## config.mk

```make
export PLATFORM = sky130hd
export DESIGN_NAME = mvrev_unit
export DESIGN_NICKNAME = d
export VERILOG_FILES = /design/src/rtl/mvrev_pkg.sv /design/src/rtl/mvrev_ctrl.sv /design/src/rtl/mvrev_dp.sv /design/src/rtl/mvrev_unit.sv
export SDC_FILE = /design/constraint.sdc
export NUM_CORES = 1
export LEC_CHECK = 0
export ABC_AREA = 1
export CAP_MARGIN = 0
export CORE_MARGIN = 10
export CORE_UTILIZATION = 49
export DETAILED_ROUTE_END_ITERATION = 7
export GPL_ROUTABILITY_DRIVEN = 0
export GPL_TIMING_DRIVEN = 0
export HOLD_SLACK_MARGIN = 0.08
export PLACE_DENSITY = 0.95
export SYNTH_ARGS = -nofsm -noshare
export SYNTH_HDL_FRONTEND = slang
export SYNTH_HIERARCHICAL = 1
export SYNTH_SLANG_ARGS = --single-unit
```

## constraint.sdc

```tcl
create_clock -name clk -period 3.8 [get_ports clk]
set_input_delay 0.38 -clock clk [delete_from_list [all_inputs] [get_ports clk]]
set_output_delay 0.38 -clock clk [all_outputs]
set_load 0.05 [all_outputs]
```

## src/rtl/mvrev_pkg.sv

```systemverilog
package mvrev_pkg;

  typedef enum logic [2:0] {
    OP_COPY   = 3'd0,
    OP_INVERT = 3'd1,
    OP_UPPER  = 3'd2,
    OP_REVW   = 3'd3,
    OP_REVH   = 3'd4,
    OP_REVSH  = 3'd5,
    OP_BITREV = 3'd6,
    OP_RSVD   = 3'd7
  } mvOp_e;

  localparam int unsigned FLAG_N = 3;
  localparam int unsigned FLAG_Z = 2;
  localparam int unsigned FLAG_C = 1;
  localparam int unsigned FLAG_V = 0;

  typedef struct packed {
    logic issue;
    logic wrRes;
    logic wrFlags;
    logic badDest;
  } mvStrobe_t;

endpackage

```

## src/rtl/mvrev_ctrl.sv

```systemverilog
module mvrev_ctrl
  import mvrev_pkg::*;
#(
  parameter int unsigned REG_IDX_W = 4,
  parameter int unsigned SP_IDX    = 13,
  parameter int unsigned PC_IDX    = 15
) (
  input  logic                 inIssue,
  input  logic [2:0]           opSel,
  input  logic                 setFlags,
  input  logic                 condPass,
  input  logic [REG_IDX_W-1:0] rdIndex,
  output mvStrobe_t            strobe
);

  localparam logic [REG_IDX_W-1:0] SpIdx = REG_IDX_W'(SP_IDX);
  localparam logic [REG_IDX_W-1:0] PcIdx = REG_IDX_W'(PC_IDX);

  mvOp_e op;
  logic  isMove;
  logic  isUpper;
  logic  isKnown;
  logic  restricted;

  always_comb begin
    op         = mvOp_e'(opSel);
    isMove     = (op == OP_COPY) || (op == OP_INVERT);
    isUpper    = (op == OP_UPPER);
    isKnown    = (op != OP_RSVD);
    restricted = (rdIndex == SpIdx) || (rdIndex == PcIdx);

    strobe.issue   = inIssue;
    strobe.badDest = inIssue && isUpper && restricted;
    strobe.wrRes   = inIssue && condPass && isKnown && !(isUpper && restricted);
    strobe.wrFlags = inIssue && condPass && setFlags && isMove;
  end

endmodule

```

## src/rtl/mvrev_dp.sv

```systemverilog
module mvrev_dp
  import mvrev_pkg::*;
#(
  parameter int unsigned DATA_W = 32,
  parameter int unsigned BYTE_W = 8
) (
  input  logic                  clk,
  input  logic                  rstN,
  input  logic [2:0]            opSel,
  input  mvStrobe_t             strobe,
  input  logic [DATA_W-1:0]     operandB,
  input  logic                  shiftCarryValid,
  input  logic                  shiftCarry,
  input  logic [DATA_W/2-1:0]   imm16,
  input  logic [DATA_W-1:0]     rdValue,
  input  logic [3:0]            flagsIn,
  output logic                  outValid,
  output logic [DATA_W-1:0]     result,
  output logic                  resultWe,
  output logic [3:0]            flagsOut,
  output logic                  flagsWe,
  output logic                  illegalDest
);

  localparam int unsigned HALF_W = DATA_W / 2;
  localparam int unsigned NBYTES = DATA_W / BYTE_W;

  logic [DATA_W-1:0] revWord;
  logic [DATA_W-1:0] revHalf;
  logic [DATA_W-1:0] revSigned;
  logic [DATA_W-1:0] bitRev;
  logic [HALF_W-1:0] lowSwap;
  logic [DATA_W-1:0] nextRes;
  logic [3:0]        nextFlags;

  for (genvar b = 0; b < NBYTES; b++) begin : g_bytes
    assign revWord[b*BYTE_W +: BYTE_W] = operandB[(NBYTES-1-b)*BYTE_W +: BYTE_W];
    assign revHalf[b*BYTE_W +: BYTE_W] = operandB[(b ^ 1)*BYTE_W +: BYTE_W];
  end

  for (genvar i = 0; i < DATA_W; i++) begin : g_bits
    assign bitRev[i] = operandB[DATA_W-1-i];
  end

  assign lowSwap   = revHalf[HALF_W-1:0];
  assign revSigned = {{HALF_W{lowSwap[HALF_W-1]}}, lowSwap};

  always_comb begin
    unique case (mvOp_e'(opSel))
      OP_COPY:   nextRes = operandB;
      OP_INVERT: nextRes = ~operandB;
      OP_UPPER:  nextRes = {imm16, rdValue[HALF_W-1:0]};
      OP_REVW:   nextRes = revWord;
      OP_REVH:   nextRes = revHalf;
      OP_REVSH:  nextRes = revSigned;
      OP_BITREV: nextRes = bitRev;
      default:   nextRes = rdValue;
    endcase
  end

  always_comb begin
    nextFlags = flagsIn;
    if (strobe.wrFlags) begin
      nextFlags[FLAG_N] = nextRes[DATA_W-1];
      nextFlags[FLAG_Z] = (nextRes == '0);
      nextFlags[FLAG_C] = shiftCarryValid ? shiftCarry : flagsIn[FLAG_C];
    end
  end

  always_ff @(posedge clk) begin
    if (!rstN) begin
      outValid    <= 1'b0;
      result      <= '0;
      resultWe    <= 1'b0;
      flagsOut    <= '0;
      flagsWe     <= 1'b0;
      illegalDest <= 1'b0;
    end else begin
      outValid    <= strobe.issue;
      resultWe    <= strobe.wrRes;
      flagsWe     <= strobe.wrFlags;
      illegalDest <= strobe.badDest;
      if (strobe.issue) begin
        result   <= nextRes;
        flagsOut <= nextFlags;
      end
    end
  end

endmodule

```

## src/rtl/mvrev_unit.sv

```systemverilog
module mvrev_unit
  import mvrev_pkg::*;
#(
  parameter int unsigned DATA_W    = 32,
  parameter int unsigned REG_IDX_W = 4,
  parameter int unsigned SP_IDX    = 13,
  parameter int unsigned PC_IDX    = 15
) (
  input  logic                 clk,
  input  logic                 rstN,
  input  logic                 inIssue,
  input  logic [2:0]           opSel,
  input  logic                 setFlags,
  input  logic                 condPass,
  input  logic [DATA_W-1:0]    operandB,
  input  logic                 shiftCarryValid,
  input  logic                 shiftCarry,
  input  logic [DATA_W/2-1:0]  imm16,
  input  logic [DATA_W-1:0]    rdValue,
  input  logic [3:0]           flagsIn,
  input  logic [REG_IDX_W-1:0] rdIndex,
  output logic                 outValid,
  output logic [DATA_W-1:0]    result,
  output logic                 resultWe,
  output logic [3:0]           flagsOut,
  output logic                 flagsWe,
  output logic                 illegalDest
);

  mvStrobe_t strobe;

  mvrev_ctrl #(
    .REG_IDX_W(REG_IDX_W),
    .SP_IDX   (SP_IDX),
    .PC_IDX   (PC_IDX)
  ) u_ctrl (
    .inIssue (inIssue),
    .opSel   (opSel),
    .setFlags(setFlags),
    .condPass(condPass),
    .rdIndex (rdIndex),
    .strobe  (strobe)
  );

  mvrev_dp #(
    .DATA_W(DATA_W)
  ) u_dp (
    .clk            (clk),
    .rstN           (rstN),
    .opSel          (opSel),
    .strobe         (strobe),
    .operandB       (operandB),
    .shiftCarryValid(shiftCarryValid),
    .shiftCarry     (shiftCarry),
    .imm16          (imm16),
    .rdValue        (rdValue),
    .flagsIn        (flagsIn),
    .outValid       (outValid),
    .result         (result),
    .resultWe       (resultWe),
    .flagsOut       (flagsOut),
    .flagsWe        (flagsWe),
    .illegalDest    (illegalDest)
  );

endmodule

```

-- After elaboration in Yosys (flattened, before gate mapping)
Cells that the tools add are included.
- register bits: 40
- output and inout port bits: 40
- bitwise logic cells: 1
- reduce and logical (&&, ||, !) cells: 13
- muxes and demuxes: 3
- equality and inequality tests: 9
- operators with widths (operator ; number):
    $pmux 32 s7 ; 1
    $logic_not 32->1 ; 1
    $not 32->32 ; 1
    $eq 3x3->1 const B ; 3
    $eq 4x4->1 const B ; 2
    $logic_and 1x1->1 ; 8
    $eq 3x2->1 const B ; 2
    $eq 3x1->1 const B ; 1
    $logic_not 3->1 ; 1
    $mux 3 ; 1
    $ne 3x3->1 const B ; 1
    $logic_or 1x1->1 ; 2
    $logic_not 1->1 ; 1
    $mux 1 ; 1

-- Depth between registers and ports, before layout
- word-level depth: 5
- mapped depth: 16
- mapped depth without buffers: 14

-- Hierarchy
The synthesis kept the hierarchy.
- modules (own cells, without submodules) (module ; area an instance (µm²) ; cells each ; instances):
    mvrev_dp ; 3604.7 ; 672 ; 1
    mvrev_ctrl ; 73.8 ; 17 ; 1

-- Least setup slack after synthesis
Ideal clock, no wire load.
- kind: input port to flip-flop
- start point: input opSel[1]
- end point: register u_dp.flagsOut[2]
- cell stages on the path: 14
- arrival time: 1672 ps
- path slack: 2061 ps
- data required time: 3733 ps
- cells stage by stage: buf_2 > buf_2 > buf_2 > nand4_1 > o21ai_0 > nor2_1 > nand2_1 > nor2_1 > nand2_1 > nor2_1 > nand2_1 > nor2_1 > nand2_1 > a21oi_2
- word-level cells in the longest chain between the ends: 4
- RTL lines (item ; RTL line ; text):
    start: declaration ; mvrev_unit.sv:12 ; input logic [2:0] opSel,
    $eq 3x3->1, or another cell as far along ; mvrev_dp.sv:49 ; unique case (mvOp_e'(opSel))
    $pmux 32 s7 or $logic_or 1x1->1 (tied branches) ; mvrev_dp.sv:49, mvrev_ctrl.sv:27 ;
    $logic_not 32->1 or $logic_and 1x1->1 (tied branches) ; mvrev_dp.sv:65, mvrev_ctrl.sv:35 ;
    $mux 3 * ; mvrev_dp.sv:63 ; if (strobe.wrFlags) begin
    end signal: assignment ; mvrev_dp.sv:85 ; flagsOut <= nextFlags;
    end: declaration ; mvrev_dp.sv:20 ; output logic [3:0] flagsOut,
Mark *: on every way between the ends. The rest lies on a longest branch, timed or not.
A chain may end at the register's enable or synchronous reset.

-- Worst setup path after layout
Ends and elaborated chain as after synthesis.

==> run metrics <==
worst slew margin relative to its limit 0.350; number of setup violations in the final report 0; DRC violation count after routing 4; end of the worst register-to-register path u_dp/result[6]; Post-CTS Resized 0; Diodes inserted 0; Main synth FF type sky130_fd_sc_hd__dfxtp_1; first-pass GRT wire length 25900 µm; initial detailed-routing violation count 922; placement-stage cell area 5150 µm²; count of unique library cells instantiated by Yosys 29; synthesized area 3680 µm²; reported max-cap violation count 0; number of buffers added for setup after CTS 0; slew at the pin closest to its max-slew limit 0.968 ns; total wire length after detailed routing 16300 µm; number of cells on the worst reg-to-reg path 2; pin count of the biggest net entering global routing 12; outcome complete, but fails checks; clock slew seen by the registers of the worst setup and hold paths 0.07 ns; Setup crit start kind input port; detailed placement HPWL 12700 µm; type of destination of the critical path register; maximum level of the CTS H-tree 2; nets@finish 929; Final Hold Fails 0; fin. max-slew vios 0; CP Max Fanout 10; share of synthesized registers carrying an async set or reset 0; power per standard cell area 260 nW/µm²; number of instances in the synthesized netlist 689; CTS sink count 40; final worst path period need 2.59 ns; Filler Cell Count 637; violated checks DRC; number of cells on the worst hold path 2; Synth Warn # 6; leakage dissipation 0.00266 µW; net count after synthesis 787; top cells by instance count after synthesis sky130_fd_sc_hd__nand2_1 (195), sky130_fd_sc_hd__nor2_1 (111), sky130_fd_sc_hd__inv_1 (99); highest ir drop seen on vdd 241 µV; post-detailed-route via-to-cell ratio 5.85; hold worst-path end u_dp/flagsOut[3]; final std cell area, no fill 5230 µm²; initial cell density of the core 0.504; TritonRoute pass-1 iters 8; peak per-stage delay on the critical path 0.54 ns; setup repair after global routing missed its margin false; area share of the leading cell type in the synthesized netlist 0.218; mean instance size in the synthesized netlist 5.34 µm²; required time of the worst setup path 3.97 ns; CP bufs+invs 4; horizontal die dimension 107 µm; Seq cells post-synth 40; post-route clock skew 0 ns; count of flip-flops with a built-in enable after synthesis 0; share of the yosys chip area belonging to registers 0.218; Max Clk Rate 386 MHz; part of the cycle the worst path needs 0.682; number of nets still failing antenna checks after routing 0; height of the die 107 µm; maximum buffer depth of the clock tree 2; most repeated cell in the gate-level netlist after synthesis sky130_fd_sc_hd__nand2_1; aggregate global-route resource usage 0.274; launch point of the worst reg-to-reg path u_dp/result[6]; fraction of layout cells with a size suffix above 1 0.0686; routed via count 5439; Worst path slowest cell sky130_fd_sc_hd__clkdlybuf4s50_1; vias in the first global route 5342; WS Path Type in -> reg; cell type with the largest total area after synthesis sky130_fd_sc_hd__dfxtp_1; Hold Buf Count CTS 0; number of core rows 31; count of pins on the block boundary 138; Hold/Removal Path Class reg -> reg; dominant cells by area after synthesis sky130_fd_sc_hd__dfxtp_1 (22%), sky130_fd_sc_hd__nand2_1 (20%), sky130_fd_sc_hd__nor2_1 (11%); buffer cell driving the clock tree root sky130_fd_sc_hd__clkbuf_8; initial antenna violation count 0; number of port buffers 135; Core Area 7290 µm²; sum of overflow across all layers after global routing 0; critical-path cell list clkdlybuf4s50_1 > buf_2 > nand2_1 > inv_2 > nand2_4 > nand2_1 > buf_2 > nor2_1 > nand2_1 > nand2_1 > nand2_1 > nor2_1 > nand2_1 > nor2_1 > nand2_1 > a21oi_2; Routed WL per cell 17.6 µm; clock latency at the later pin of the worst-skew pair 0.28 ns; Hold Startpoint u_dp/flagsOut[3]; Area Growth Syn to Fin 42.2%; family with the most delay on the worst path buffers and inverters; most used cell along the critical path sky130_fd_sc_hd__nand2_1; arrival time of the worst setup path 2.77 ns; CTS Buf Count 5; area enclosed by the die boundary 11400 µm²; aggregate negative setup slack 0 ns; register-to-register setup slack 3.09 ns; CTS tree built
## report_power, final
part	switching (µW)	internal (µW)	total [µW]	leakage (µW)
logic	396	233	629	0.00228
clock network	139	125	263	0.0000410
registers	16.2	451	467	0.000332
## per-layer routing
layer / track usage / vias to the layer above / wire [µm]
met4: 0.151 / 0 / 1010
met1: 0.312 / 2346 / 5570
li1: - / 2438 / -
met5: 0 / - / 0
met3: 0.0862 / 129 / 2420
met2: 0.449 / 526 / 7320
## tightest hold or removal path, delay by kind of cell, from the launching register on
kind	cells	cell delay (ns)
AOI/OAI and AO/OA	1	0.06
DFF	1	0.31
and+or+nand+nor	1	0.06
## cell type report
cell class | instances | area [µm²] | share of cell area
plain buffers | 41 | 215 | 0.0411
clock buffers | 6 | 72.6 | 0.0139
clock inverters | 1 | 5.00 | 0.000957
inverters | 104 | 390 | 0.0746
multi-input cells | 504 | 2270 | 0.434
flip-flops and latches | 40 | 801 | 0.153
well taps | 99 | 124 | 0.0237
repair buffers | 135 | 1350 | 0.258
## state kept, by name, summed over array words and instances, names as in the netlist
name and count:
u_dp/result 32, u_dp/flagsOut 4, u_dp/flagsWe 1, u_dp/illegalDest 1
u_dp/outValid 1, u_dp/resultWe 1
## metrics by stage
| stage | setup WS (ns) | hold slack (ns) | util | cells | total power (µW) |
|---|---|---|---|---|---|
| after global placement | 1.10 | 0.452 | 0.707 | 923 | 1060 |
| after global routing | 1.05 | 0.487 | 0.717 | 930 | 1410 |
| after floorplan | 2.06 | 0.515 | - | 689 | 813 |
| final | 1.21 | 0.483 | 0.717 | 930 | 1360 |
| after detailed placement | 1.05 | 0.465 | 0.707 | 923 | 1080 |
| after CTS | 1.34 | 0.476 | 0.717 | 930 | 1340 |
## kinds of logic after synthesis
family	share of synthesized area
simple gates	0.474
mux	0.00272
buf+inv	0.165
flops	0.218
compound gates	0.141
## cells in the final DEF (no fill, tap or decap)
master / netlist / routed
sky130_fd_sc_hd__nand2_4: 1 / 1
sky130_fd_sc_hd__mux2i_1: 1 / 1
sky130_fd_sc_hd__buf_4: 3 / 3
sky130_fd_sc_hd__nor3_2: 1 / 1
sky130_fd_sc_hd__nand3b_1: 1 / 1
sky130_fd_sc_hd__inv_2: 5 / 5
sky130_fd_sc_hd__clkinv_2: 0 / 1
sky130_fd_sc_hd__o211ai_1: 15 / 15
sky130_fd_sc_hd__or2_0: 1 / 1
sky130_fd_sc_hd__dfxtp_1: 40 / 40
sky130_fd_sc_hd__clkbuf_1: 11 / 12
sky130_fd_sc_hd__buf_2: 21 / 21
sky130_fd_sc_hd__a21oi_2: 1 / 1
sky130_fd_sc_hd__o21ai_1: 6 / 6
sky130_fd_sc_hd__clkdlybuf4s50_1: 0 / 135
sky130_fd_sc_hd__or2_2: 10 / 10
sky130_fd_sc_hd__nor2_2: 2 / 2
sky130_fd_sc_hd__nand4_1: 26 / 26
sky130_fd_sc_hd__inv_1: 99 / 99
sky130_fd_sc_hd__nor2_1: 111 / 111
sky130_fd_sc_hd__clkbuf_8: 0 / 5
sky130_fd_sc_hd__o21ai_0: 49 / 49
sky130_fd_sc_hd__a21oi_1: 23 / 23
sky130_fd_sc_hd__clkbuf_2: 1 / 1
sky130_fd_sc_hd__nand3_1: 51 / 51
sky130_fd_sc_hd__nand3_2: 3 / 3
sky130_fd_sc_hd__or2_1: 5 / 5
sky130_fd_sc_hd__buf_6: 3 / 3
sky130_fd_sc_hd__buf_1: 2 / 2
sky130_fd_sc_hd__nand2_1: 195 / 195
sky130_fd_sc_hd__o21bai_1: 1 / 1
sky130_fd_sc_hd__nor3_1: 1 / 1
## worst max-delay path by stage
stage | startpoint | endpoint | slack (ns) | cells after the start
2_1_floorplan | opSel[1] | u_dp/flagsOut[2] | 2.06 | 14
3_3_place_gp | opSel[2] | u_dp/flagsOut[2] | 1.10 | 14
3_5_place_dp | opSel[1] | u_dp/flagsOut[2] | 1.05 | 16
4_1_cts | opSel[2] | u_dp/flagsOut[2] | 1.34 | 14
5_1_grt | opSel[1] | u_dp/flagsOut[2] | 1.05 | 16
6_report | opSel[1] | u_dp/flagsOut[2] | 1.21 | 16
(Power assumes the default switching activity.)
